`src/rtl/uart_irq_pkg.sv`:
```
package uart_irq_pkg;
  localparam int unsigned REG_W = 32;

  localparam int B_RX_FULL   = 0;
  localparam int B_RX_HALF   = 1;
  localparam int B_RX_OVR    = 2;
  localparam int B_RX_EMPTY  = 3;
  localparam int B_RX_PAR    = 4;
  localparam int B_RX_BUSY   = 5;
  localparam int B_RX_NEMPTY = 6;
  localparam int B_TX_EMPTY  = 8;
  localparam int B_TX_HALF   = 9;
  localparam int B_TX_SHEMP  = 10;
  localparam int B_TX_NODATA = 11;

  localparam logic [REG_W-1:0] EN_MASK = 32'h0000_0F7F;

  typedef enum logic {
    ADDR_STATUS = 1'b0,
    ADDR_ENABLE = 1'b1
  } reg_addr_e;
endpackage

```
`src/rtl/uart_irq_levels.sv`:
```
module uart_irq_levels
  import uart_irq_pkg::*;
#(
  parameter int unsigned DEPTH = 16,
  parameter int unsigned CNT_W = $clog2(DEPTH + 1)
) (
  input  logic [CNT_W-1:0] rx_level_i,
  input  logic [CNT_W-1:0] tx_level_i,
  input  logic             rx_busy_i,
  input  logic             tx_shift_empty_i,
  output logic [REG_W-1:0] lvl_o
);
  localparam logic [CNT_W-1:0] FULL_L = CNT_W'(DEPTH);
  localparam logic [CNT_W-1:0] HALF_L = CNT_W'(DEPTH / 2);

  logic rx_empty, tx_empty;

  assign rx_empty = (rx_level_i == '0);
  assign tx_empty = (tx_level_i == '0);

  always_comb begin
    lvl_o              = '0;
    lvl_o[B_RX_FULL]   = (rx_level_i == FULL_L);
    lvl_o[B_RX_HALF]   = (rx_level_i >= HALF_L);
    lvl_o[B_RX_EMPTY]  = rx_empty;
    lvl_o[B_RX_BUSY]   = rx_busy_i;
    lvl_o[B_RX_NEMPTY] = !rx_empty;
    lvl_o[B_TX_EMPTY]  = tx_empty;
    lvl_o[B_TX_HALF]   = (tx_level_i <= HALF_L);
    lvl_o[B_TX_SHEMP]  = tx_shift_empty_i;
    lvl_o[B_TX_NODATA] = tx_empty && tx_shift_empty_i;
  end

  always_comb begin
    AST_FULL_IMPLIES_HALF: assert (!(lvl_o[B_RX_FULL] && !lvl_o[B_RX_HALF]));
    AST_EMPTY_XOR_NEMPTY: assert (lvl_o[B_RX_EMPTY] != lvl_o[B_RX_NEMPTY]);
  end
endmodule

```
`src/rtl/uart_irq_sticky.sv`:
```
module uart_irq_sticky #(
  parameter int unsigned N = 2
) (
  input  logic         clk_i,
  input  logic         rst_ni,
  input  logic [N-1:0] set_i,
  input  logic [N-1:0] clr_i,
  output logic [N-1:0] q_o
);
  for (genvar i = 0; i < N; i++) begin : g_bit
    always_ff @(posedge clk_i or negedge rst_ni) begin
      if (!rst_ni)       q_o[i] <= 1'b0;
      else if (set_i[i]) q_o[i] <= 1'b1;  // set beats clear
      else if (clr_i[i]) q_o[i] <= 1'b0;
    end

    AST_STICKY_HOLD: assert property (@(posedge clk_i) disable iff (!rst_ni)
      (q_o[i] && !clr_i[i]) |=> q_o[i]);
    AST_SET_WINS: assert property (@(posedge clk_i) disable iff (!rst_ni)
      set_i[i] |=> q_o[i]);
  end
endmodule

```
`src/rtl/uart_irq_enable.sv`:
```
module uart_irq_enable
  import uart_irq_pkg::*;
(
  input  logic             clk_i,
  input  logic             rst_ni,
  input  logic             we_i,
  input  logic [REG_W-1:0] wdata_i,
  output logic [REG_W-1:0] en_o
);
  always_ff @(posedge clk_i or negedge rst_ni) begin
    if (!rst_ni)   en_o <= '0;
    else if (we_i) en_o <= wdata_i & EN_MASK;
  end

  AST_EN_RSVD_ZERO: assert property (@(posedge clk_i) disable iff (!rst_ni)
    we_i |=> ((en_o & ~EN_MASK) == '0));
endmodule

```
`src/rtl/uart_irq_ctrl.sv`:
```
module uart_irq_ctrl
  import uart_irq_pkg::*;
#(
  parameter int unsigned DEPTH = 16,
  parameter int unsigned CNT_W = $clog2(DEPTH + 1)
) (
  input  logic             clk_i,
  input  logic             rst_ni,
  input  logic             req_i,
  input  logic             we_i,
  input  logic             addr_i,
  input  logic [REG_W-1:0] wdata_i,
  output logic [REG_W-1:0] rdata_o,
  input  logic [CNT_W-1:0] rx_level_i,
  input  logic [CNT_W-1:0] tx_level_i,
  input  logic             rx_overrun_i,
  input  logic             rx_parity_err_i,
  input  logic             rx_busy_i,
  input  logic             tx_shift_empty_i,
  output logic             irq_o
);
  localparam int unsigned NSTICKY = 2;

  logic             st_we, en_we;
  logic [REG_W-1:0] lvl, en, status;
  logic [NSTICKY-1:0] stk_set, stk_clr, stk_q;
  logic             irq_q;

  assign st_we = req_i && we_i && (reg_addr_e'(addr_i) == ADDR_STATUS);
  assign en_we = req_i && we_i && (reg_addr_e'(addr_i) == ADDR_ENABLE);

  uart_irq_levels #(.DEPTH(DEPTH), .CNT_W(CNT_W)) u_levels (
    .rx_level_i       (rx_level_i),
    .tx_level_i       (tx_level_i),
    .rx_busy_i        (rx_busy_i),
    .tx_shift_empty_i (tx_shift_empty_i),
    .lvl_o            (lvl)
  );

  assign stk_set = {rx_parity_err_i, rx_overrun_i};
  assign stk_clr = {wdata_i[B_RX_PAR], wdata_i[B_RX_OVR]} & {NSTICKY{st_we}};

  uart_irq_sticky #(.N(NSTICKY)) u_sticky (
    .clk_i  (clk_i),
    .rst_ni (rst_ni),
    .set_i  (stk_set),
    .clr_i  (stk_clr),
    .q_o    (stk_q)
  );

  uart_irq_enable u_enable (
    .clk_i   (clk_i),
    .rst_ni  (rst_ni),
    .we_i    (en_we),
    .wdata_i (wdata_i),
    .en_o    (en)
  );

  always_comb begin
    status           = lvl;
    status[B_RX_OVR] = stk_q[0];
    status[B_RX_PAR] = stk_q[1];
  end

  assign rdata_o = (reg_addr_e'(addr_i) == ADDR_ENABLE) ? en : status;

  always_ff @(posedge clk_i or negedge rst_ni) begin
    if (!rst_ni) irq_q <= 1'b0;
    else         irq_q <= |(status & en);
  end

  assign irq_o = irq_q;

  AST_RXFULL_IRQ: assert property (@(posedge clk_i) disable iff (!rst_ni)
    ((rx_level_i == CNT_W'(DEPTH)) && en[B_RX_FULL]) |=> irq_o);
  AST_MASKED_NO_IRQ: assert property (@(posedge clk_i) disable iff (!rst_ni)
    (en == '0) |=> !irq_o);
  AST_OVR_SETS_BIT: assert property (@(posedge clk_i) disable iff (!rst_ni)
    rx_overrun_i |=> status[B_RX_OVR]);
endmodule

```
`config.mk`:
```
export PLATFORM = sky130hd
export DESIGN_NAME = uart_irq_ctrl
export DESIGN_NICKNAME = d
export VERILOG_FILES = /design/src/rtl/uart_irq_pkg.sv /design/src/rtl/uart_irq_levels.sv /design/src/rtl/uart_irq_sticky.sv /design/src/rtl/uart_irq_enable.sv /design/src/rtl/uart_irq_ctrl.sv
export SDC_FILE = /design/constraint.sdc
export NUM_CORES = 1
export LEC_CHECK = 0
export BUFFER_PORTS_ARGS = -buffer_cell sky130_fd_sc_hd__buf_2
export CAP_MARGIN = 25
export CORE_MARGIN = 3
export CORE_UTILIZATION = 33
export CTS_CLUSTER_SIZE = 40
export DETAILED_ROUTE_END_ITERATION = 6
export MAX_ROUTING_LAYER = met4
export PLACE_DENSITY = 0.76
export REMOVE_ABC_BUFFERS = 1
export SLEW_MARGIN = 5
export SYNTH_ARGS = -nofsm -noshare
export SYNTH_HDL_FRONTEND = slang
export SYNTH_SLANG_ARGS = --single-unit
```
`constraint.sdc`:
```
create_clock -name clk_i -period 1.5 [get_ports clk_i]
set_clock_uncertainty 0.05 [all_clocks]
set_input_delay 0.3 -clock clk_i [delete_from_list [all_inputs] [get_ports clk_i]]
set_output_delay 0.3 -clock clk_i [all_outputs]
set_load 0.01 [all_outputs]
```
== Word-level counts from Yosys, hierarchy flattened ==
Cells that the tools add are included.

* Bits in registers: 14
* Bits of input ports: 51
* Output and inout port bits: 33
* Logic and storage cells: 25

* $lt $le $gt $ge: 2
* Eq/ne operators: 1
* Mux-type cells: 5
* Bitwise gates (word level): 3
* Reduce and logical (&&, ||, !) cells: 10

{| class="wikitable"
|+ Operator list
! cell !! count
|-
| $reduce_or 32->1 || 1
|-
| $and 12x12->12 || 1
|-
| $mux 12 || 1
|-
| $logic_not 5->1 || 2
|-
| $eq 5x5->1 const B || 1
|-
| $ge 5x4->1 const B || 1
|-
| $le 5x4->1 const B || 1
|-
| $logic_and 1x1->1 || 4
|-
| $mux 1 || 4
|-
| $reduce_bool 2->1 || 2
|-
| $and 2x2->2 || 1
|-
| $logic_not 1->1 || 1
|-
| $not 1->1 || 1
|}

== Longest topological paths before layout ==
Gate-level depths: netlist of the first run.

* Word-level depth: 5
* Depth in mapped cells: 4

== Modules after synthesis ==
A second synthesis of the first run with hierarchy kept.

* Cell total of the unflattened synthesis: 150
* Area, all modules: 1549.0 um^2

{| class="wikitable"
|+ Modules (own cells, without submodules)
! module !! times used !! cells an instance !! area each (um^2) !! sequential area each (um^2)
|-
| uart_irq_enable || 1 || 45 || 609.3 || 275.3
|-
| uart_irq_ctrl || 1 || 62 || 593.1 || 25.0
|-
| uart_irq_levels || 1 || 37 || 274.0 || 0.0
|-
| uart_irq_sticky || 1 || 6 || 72.6 || 50.0
|}

== Worst setup path before layout of the first run ==
OpenSTA, ideal clock, no wires.

* Kind: input port to output port
* Start: input port tx_level_i[2]
* End: output port rdata_o[11]
* Data arrival time: 1.308 ns
* Data required time: 1.150 ns
* Path slack: -0.158 ns
* Stages: 3
* Buffers on the path: 0
* Cells stage by stage: or3_1 > or3_1 > o21ai_0

* Longest elaborated chain between the ends: 3

{| class="wikitable"
|+ Ends and longest elaborated chain
! item !! RTL line !! source
|-
| start: declaration || uart_irq_ctrl.sv:15 || <nowiki>input logic [CNT_W-1:0] tx_level_i,</nowiki>
|-
| $logic_not 5->1 || uart_irq_levels.sv:19 || <nowiki>assign tx_empty = (tx_level_i == '0);</nowiki>
|-
| $logic_and 1x1->1 || uart_irq_levels.sv:31 || <nowiki>lvl_o[B_TX_NODATA] = tx_empty && tx_shift_empty_i;</nowiki>
|-
| $mux 12 || uart_irq_ctrl.sv:65 || <nowiki>assign rdata_o = (reg_addr_e'(addr_i) == ADDR_ENABLE) ? en : status;</nowiki>
|-
| end: declaration || uart_irq_ctrl.sv:13 || <nowiki>output logic [REG_W-1:0] rdata_o,</nowiki>
|}

No other way between the ends.

== Final worst setup path of the first run ==
* Start: input port tx_level_i[2]
* End: output port rdata_o[8]

* Longest elaborated chain between the ends: 2

{| class="wikitable"
|+ Ends and longest elaborated chain
! item !! RTL line
|-
| $logic_not 5->1 || uart_irq_levels.sv:19
|-
| $mux 12 || uart_irq_ctrl.sv:65
|}

No other way between the ends.

==> impl_metrics.prom, run 1 <==
# TYPE chip_impl_metric gauge
chip_impl_metric{name="whs_path_depth",unit=""} 2
chip_impl_info{name="timing.critical_path.to_type",value="output pin"} 1
chip_impl_metric{name="required",unit="ps"} 1150
chip_impl_info{name="crit_path_most_repeated_cell",value="sky130_fd_sc_hd__or3_4"} 1
chip_impl_info{name="timing.rr.end",value="irq_o"} 1
chip_impl_metric{name="number_of_global_route_vias_before_repair",unit=""} 745
chip_impl_metric{name="finalHoldWorstSlack",unit="ps"} 157
chip_impl_info{name="hold_start",value="rx_parity_err_i"} 1
chip_impl_metric{name="finalSetupTns",unit="ps"} -919
chip_impl_metric{name="share_of_final_layout_standard_cells_stronger_than_drive_strength_1",unit="%"} 54.3
chip_impl_info{name="failed_checks",value="setup timing"} 1
chip_impl_metric{name="gp_congestion",unit=""} 0.720
chip_impl_metric{name="synth.distinct_cells",unit=""} 22
chip_impl_metric{name="layout.filler_cells",unit=""} 260
chip_impl_metric{name="grt_antenna_before_repair",unit=""} 0
chip_impl_info{name="cpMaxStageDelayCell",value="sky130_fd_sc_hd__or3_4"} 1
chip_impl_metric{name="power_density",unit="mW/mm^2"} 829
chip_impl_metric{name="die-width",unit="um"} 58.2
chip_impl_metric{name="via_per_inst",unit=""} 4.57
chip_impl_metric{name="reg2regPathDepth",unit=""} 3
chip_impl_info{name="run_status",value="finished with violations"} 1
chip_impl_metric{name="r2r_slack",unit="ps"} 420
chip_impl_metric{name="pre_cts_slack",unit="ps"} -321
chip_impl_metric{name="cts.path.max_buffers",unit=""} 2
chip_impl_metric{name="clkTransAtPathRegs",unit="ps"} 80
chip_impl_metric{name="area_delta_synth_final",unit="%"} 35.0
chip_impl_metric{name="synthesis.yosys.warnings",unit=""} 0
chip_impl_metric{name="yosys_register_bits",unit=""} 14
chip_impl_metric{name="sequential_element_share_of_the_synthesized_area",unit="%"} 38.9
chip_impl_metric{name="postLayoutSetupSlackWorst",unit="ps"} -234
chip_impl_metric{name="worst-endpoint-arrival",unit="ps"} 1380
chip_impl_metric{name="fmax",unit="MHz"} 577
chip_impl_metric{name="synth_top_cell_area_share",unit="%"} 38.9
chip_impl_metric{name="placeableCoreArea",unit="mm^2"} 0.00254
chip_impl_metric{name="route.vias.total",unit=""} 767
chip_impl_metric{name="max-vdd-ir-drop",unit="uV"} 582
chip_impl_metric{name="grt_use_total",unit="%"} 12.6
chip_impl_info{name="hold_path_class",value="in -> reg"} 1
chip_impl_metric{name="std_cell_rows",unit=""} 18
chip_impl_metric{name="wl_per_instance",unit="um"} 13.0
chip_impl_metric{name="drcViolationCount",unit=""} 0
chip_impl_metric{name="period_share",unit="%"} 116
chip_impl_metric{name="synthCells",unit=""} 91
chip_impl_metric{name="layout.nets",unit=""} 191
chip_impl_info{name="min_to",value="u_sticky.q_o[1]"} 1
chip_impl_metric{name="num_clock_sinks",unit=""} 14
chip_impl_metric{name="n_diodes",unit=""} 0
chip_impl_info{name="final_cell_mix",value="sky130_fd_sc_hd__buf_2, sky130_fd_sc_hd__conb_1, sky130_fd_sc_hd__mux2_2, sky130_fd_sc_hd__dfrtp_1, sky130_fd_sc_hd__nand2_1"} 1
chip_impl_metric{name="worstSkewPairLatency",unit="ps"} 270
chip_impl_metric{name="tritoncts_buffer_count",unit=""} 3
chip_impl_info{name="grt_setup_unrepaired",value="yes"} 1
chip_impl_metric{name="setup_viol_count_final",unit=""} 5
chip_impl_metric{name="period_minus_slack",unit="ps"} 1730
chip_impl_metric{name="max-cap-violations",unit=""} 0
chip_impl_metric{name="drtIter0Drc",unit=""} 21
chip_impl_info{name="synth_top_area_cell",value="sky130_fd_sc_hd__dfrtp_1"} 1
chip_impl_metric{name="grt_first_pass_wirelength",unit="um"} 3170
chip_impl_metric{name="crit_fanout",unit=""} 3
chip_impl_metric{name="buffer_ports.inserted",unit=""} 41
chip_impl_info{name="critical_path.cell_chain",value="buf_6, or3_4, or3_4, o21ai_2, buf_2"} 1
chip_impl_metric{name="grt_overflow_total",unit=""} 0
chip_impl_metric{name="drt_pass_1_iters",unit=""} 3
chip_impl_metric{name="finalWirelength",unit="um"} 2180
chip_impl_info{name="cts_tree",value="built"} 1
chip_impl_metric{name="leakagePower",unit="nW"} 0.605
chip_impl_metric{name="die_height",unit="um"} 58.2
chip_impl_info{name="layout_commonest_cell",value="sky130_fd_sc_hd__buf_2"} 1
chip_impl_info{name="path_type_of_the_worst_setup_path",value="in -> out"} 1
chip_impl_metric{name="final-hold-violation-count",unit=""} 0
chip_impl_metric{name="synthesis.area",unit="um^2"} 900
chip_impl_metric{name="design.die.area",unit="mm^2"} 0.00339
chip_impl_metric{name="postSynthAreaPerCell",unit="um^2"} 9.89
chip_impl_info{name="cts_root_buf",value="sky130_fd_sc_hd__clkbuf_4"} 1
chip_impl_metric{name="io_pins",unit=""} 84
chip_impl_info{name="synthTopCellsByArea",value="sky130_fd_sc_hd__dfrtp_1, sky130_fd_sc_hd__mux2_2, sky130_fd_sc_hd__buf_4, sky130_fd_sc_hd__nand2_1, sky130_fd_sc_hd__a21o_1"} 1
chip_impl_metric{name="htree_levels",unit=""} 1
chip_impl_metric{name="grt_max_degree",unit=""} 16
chip_impl_info{name="crit_path_start_kind",value="input pin"} 1
chip_impl_metric{name="antenna_left",unit=""} 0
chip_impl_metric{name="detailed_placement_wirelength_estimate",unit="um"} 1570
chip_impl_info{name="r2r_start",value="u_enable.en_o[5]"} 1
chip_impl_metric{name="critical_path.max_stage_delay",unit="ps"} 380
chip_impl_metric{name="initial_core_utilization",unit="%"} 35.3
chip_impl_metric{name="max_slew_violation_count",unit=""} 0
-- cell usage after synthesis --
library cell and instances:
sky130_fd_sc_hd__nand3_1 2, sky130_fd_sc_hd__inv_1 2, sky130_fd_sc_hd__nand2b_1 1, sky130_fd_sc_hd__a21oi_1 4
sky130_fd_sc_hd__clkbuf_1 1, sky130_fd_sc_hd__dfrtp_1 14, sky130_fd_sc_hd__or3_1 2, sky130_fd_sc_hd__o2111a_1 1
sky130_fd_sc_hd__mux2_2 15, sky130_fd_sc_hd__o21ai_0 4, sky130_fd_sc_hd__buf_2 2, sky130_fd_sc_hd__a21o_1 3
sky130_fd_sc_hd__nor3_1 1, sky130_fd_sc_hd__a32oi_1 1, sky130_fd_sc_hd__mux2i_1 1, sky130_fd_sc_hd__buf_4 21
sky130_fd_sc_hd__nand2_1 9, sky130_fd_sc_hd__nor4_1 1, sky130_fd_sc_hd__a22oi_1 2, sky130_fd_sc_hd__conb_1 1
sky130_fd_sc_hd__or2b_2 1, sky130_fd_sc_hd__nor2_1 2
-- critical path, delay by kind of cell --
| kind | cells | cell delay, ps |
|---|---|---|
| compound gates | 1 | 120 |
| simple gates | 2 | 740 |
| buf+inv | 2 | 230 |
-- power by group --
part / switching [mW] / internal, mW / leakage (nW)
logic: 0.155 / 0.169 / 0.433
registers: 0.0407 / 0.438 / 0.157
clock network: 0.112 / 0.0928 / 0.0138
total: 0.307 / 0.700 / 0.605
-- how the worst max path moves through the flow --
stage,to,slack (ps),from
6_report,rdata_o[8],-230,tx_level_i[2]
4_1_cts,rdata_o[8],-220,tx_level_i[2]
3_5_place_dp,rdata_o[3],-320,rx_level_i[1]
5_1_grt,rdata_o[8],-280,tx_level_i[2]
2_1_floorplan,rdata_o[11],-160,tx_level_i[2]
3_3_place_gp,rdata_o[3],-290,rx_level_i[1]
-- routing by layer --
layer  GRT usage (%)  vias to the layer above  wire length (um)
met3            3.34                        2               200
met5               -                        -                 0
met4            1.99                        0                 9
li1                -                      366                 -
met2            23.1                       48              1120
met1            13.9                      351               846
-- state kept, by name, summed over array words and instances (netlist names) --
register       cells
u_enable.en_o     11
u_sticky.q_o       2
irq_o              1
-- area by class of cell --
cell class                      instances  area [um^2]  share of cell area, %
Clock buffer                            3         22.5                   1.85
Tap cell                               30         37.5                   3.09
Timing Repair Buffer                   48          288                   23.7
Multi-Input combinational cell         71          509                   41.9
Sequential cell                        14          350                   28.8
Inverter                                2         7.51                  0.618
-- metrics by stage --
stage	cells	total power, mW	util, %	instance area (um^2)
floorplan	87	0.646	-	803
detailed placement	163	0.774	42.6	1080
global placement	163	0.763	42.6	1080
CTS	168	1.02	47.2	1200
global route	168	1.08	47.7	1210
finish	168	1.01	47.7	1210
-- timing repair --
action	in CTS	in global routing
hold buffers	1	0
resized for setup	18	5
setup buffers	2	0
setup endpoints to repair	6	10
pin swaps	4	3
endpoints found under the hold margin	14	0
-- logic make-up (layout without fill, tap and decap cells) --
group                  count (synthesis)  count (layout)  share of synthesized area, %
buffers and inverters                 26              53                          19.9
AND/OR/NAND/NOR                       19              19                          10.0
multiplexers                          16              16                          19.9
AO/OA/AOI/OAI                         15              15                          10.8
flip-flops                            14              14                          38.9
other                                  1              21                         0.417
(Power assumes the default switching activity.)
==> run 2: changes to the inputs <==
CORE_ASPECT_RATIO = 0.7   (was default)
CORE_MARGIN = 8   (was 3)
==> impl_metrics.prom, run 2 (synthesis gave the netlist of run 1 again) <==
# TYPE chip_impl_metric gauge
chip_impl_info{name="run_status",value="finished with violations"} 1
chip_impl_info{name="failed_checks",value="setup timing"} 1
chip_impl_info{name="hold_path_class",value="in -> reg"} 1
chip_impl_metric{name="finalWirelength",unit="um"} 2590
chip_impl_metric{name="num_clock_sinks",unit=""} 14
chip_impl_metric{name="setup_viol_count_final",unit=""} 6
chip_impl_info{name="crit_path_most_repeated_cell",value="sky130_fd_sc_hd__or3_4"} 1
chip_impl_metric{name="fin_total_pwr",unit="mW"} 1.11
chip_impl_info{name="timing.critical_path.to_type",value="output pin"} 1
chip_impl_metric{name="cell_total_after_placement",unit=""} 168
chip_impl_metric{name="max_slew_violation_count",unit=""} 0
chip_impl_metric{name="gp_congestion",unit=""} 0.841
chip_impl_info{name="final_cell_mix",value="sky130_fd_sc_hd__buf_2, sky130_fd_sc_hd__conb_1, sky130_fd_sc_hd__mux2_2, sky130_fd_sc_hd__dfrtp_1, sky130_fd_sc_hd__nand2_1"} 1
chip_impl_metric{name="finalSetupTns",unit="ps"} -974
chip_impl_metric{name="buffer_ports.inserted",unit=""} 41
chip_impl_metric{name="final_core_utilization",unit="%"} 46.5
chip_impl_metric{name="final-hold-violation-count",unit=""} 0
chip_impl_metric{name="design.die.area",unit="mm^2"} 0.00468
chip_impl_metric{name="period_minus_slack",unit="ps"} 1730
chip_impl_info{name="cpMaxStageDelayCell",value="sky130_fd_sc_hd__or3_4"} 1
chip_impl_metric{name="die_height",unit="um"} 59.7
chip_impl_metric{name="worstSkewPairLatency",unit="ps"} 240
chip_impl_metric{name="worst-endpoint-arrival",unit="ps"} 1380
chip_impl_info{name="critical_path.cell_chain",value="buf_6, or3_4, or3_4, o21ai_1, buf_2"} 1
chip_impl_info{name="r2r_start",value="u_enable.en_o[5]"} 1
chip_impl_metric{name="tritoncts_buffer_count",unit=""} 3
chip_impl_metric{name="reg2regPathDepth",unit=""} 3
chip_impl_metric{name="leakagePower",unit="nW"} 0.620
chip_impl_info{name="timing.critical_path.to",value="rdata_o[11]"} 1
chip_impl_metric{name="clkTransAtPathRegs",unit="ps"} 50
chip_impl_metric{name="cts.path.max_buffers",unit=""} 2
chip_impl_metric{name="detailed_placement_wirelength_estimate",unit="um"} 1970
chip_impl_info{name="crit_path_start_kind",value="input pin"} 1
chip_impl_metric{name="area_delta_synth_final",unit="%"} 39.8
chip_impl_metric{name="fmax",unit="MHz"} 578
chip_impl_info{name="timing.rr.end",value="irq_o"} 1
chip_impl_info{name="path_type_of_the_worst_setup_path",value="in -> out"} 1
chip_impl_metric{name="grt_overflow_total",unit=""} 0
chip_impl_metric{name="r2r_slack",unit="ps"} 410
chip_impl_metric{name="std_cell_rows",unit=""} 16
chip_impl_metric{name="placeableCoreArea",unit="mm^2"} 0.00270
chip_impl_metric{name="pre_cts_slack",unit="ps"} -308
chip_impl_metric{name="critical_path.max_stage_delay",unit="ps"} 370
chip_impl_metric{name="wl_per_instance",unit="um"} 14.8
chip_impl_info{name="worst_setup_path_startpoint",value="tx_level_i[2]"} 1
chip_impl_metric{name="die-width",unit="um"} 78.4
chip_impl_info{name="cts_tree",value="built"} 1
chip_impl_metric{name="io_pins",unit=""} 84
chip_impl_metric{name="antenna_left",unit=""} 0
chip_impl_metric{name="max-cap-violations",unit=""} 0
chip_impl_metric{name="grt_antenna_before_repair",unit=""} 0
chip_impl_info{name="layout_commonest_cell",value="sky130_fd_sc_hd__buf_2"} 1
chip_impl_metric{name="largest_register_ffs",unit=""} 11
chip_impl_metric{name="required",unit="ps"} 1150
chip_impl_metric{name="drcViolationCount",unit=""} 0
chip_impl_metric{name="postLayoutSetupSlackWorst",unit="ps"} -229
chip_impl_metric{name="via_per_inst",unit=""} 4.46
chip_impl_metric{name="grt_max_degree",unit=""} 19
chip_impl_metric{name="share_of_final_layout_standard_cells_stronger_than_drive_strength_1",unit="%"} 54.0
chip_impl_metric{name="drtIter0Drc",unit=""} 29
chip_impl_metric{name="crit_fanout",unit=""} 3
chip_impl_metric{name="grt_use_total",unit="%"} 10.8
chip_impl_metric{name="power_density",unit="mW/mm^2"} 882
chip_impl_metric{name="initial_core_utilization",unit="%"} 33.3
chip_impl_info{name="cts_root_buf",value="sky130_fd_sc_hd__clkbuf_8"} 1
chip_impl_metric{name="grt_first_pass_wirelength",unit="um"} 3870
chip_impl_metric{name="layout.nets",unit=""} 192
chip_impl_info{name="grt_setup_unrepaired",value="yes"} 1
chip_impl_metric{name="number_of_global_route_vias_before_repair",unit=""} 835
chip_impl_metric{name="route.vias.total",unit=""} 781
chip_impl_metric{name="n_diodes",unit=""} 0
chip_impl_metric{name="period_share",unit="%"} 115
chip_impl_metric{name="final_cell_count_no_fill",unit=""} 175
chip_impl_info{name="register_containing_the_most_flip_flops_in_the_final_layout",value="u_enable.en_o"} 1
chip_impl_metric{name="htree_levels",unit=""} 1
chip_impl_metric{name="max-vdd-ir-drop",unit="uV"} 289
chip_impl_metric{name="drt_pass_1_iters",unit=""} 4
==> run 2: cell types whose count changed in the layout (fill, tap and decap cells not counted), sizes merged <==
cell / change
clkbuf: +1
==> run 2: metrics by stage <==
stage,hold WS [ps],instance area (um^2)
detailed placement,164,1080
finish,201,1260
global placement,153,1080
floorplan,-45.6,803
global route,199,1260
CTS,199,1220
==> run 2: per-layer routing <==
layer	track usage [%]	part of all wire, %	vias to the layer above
met5	-	0	-
met1	9.47	34	358
li1	-	-	372
met3	2.25	6.9	10
met4	6.04	4.3	0
met2	21.3	54	41
==> run 2: worst min path at each step <==
stage	slack, ps	cells past startpoint	to	startpoint
finish	200	2	u_sticky.q_o[0]	rx_overrun_i
global route	200	2	u_sticky.q_o[0]	rx_overrun_i
CTS	200	2	u_sticky.q_o[1]	rx_parity_err_i
detailed placement	160	1	u_enable.en_o[1]	rst_ni
global placement	150	1	u_enable.en_o[1]	rst_ni
floorplan	-50	0	irq_o	rst_ni
==> run 2: critical path: cells and delay by family <==
family                 cells  cell delay (ps)
buffers and inverters      2              230
AO/OA/AOI/OAI              1              130
AND/OR/NAND/NOR            2              730
==> run 2: what timing repair did <==
item	4_1_cts	5_1_grt
pin swaps	2	1
endpoints found under the hold margin	14	0
setup endpoints to repair	6	9
buffers inserted	3	1
gates resized for setup	17	6
hold buffers	1	0
==> run 2: area by class of cell <==
cell class	count	area, um^2
clock buffers	3	41.3
inverters	2	7.51
well taps	36	45.0
multi-input cells	71	505
flip-flops and latches	14	350
repair buffers	49	308
fillers	258	1450
==> run 2: report_power, final <==
| group | internal [mW] | switching [mW] | leakage, nW |
|---|---|---|---|
| clock | 0.177 | 0.114 | 0.0216 |
| combinational | 0.176 | 0.159 | 0.441 |
| sequential | 0.440 | 0.0445 | 0.157 |
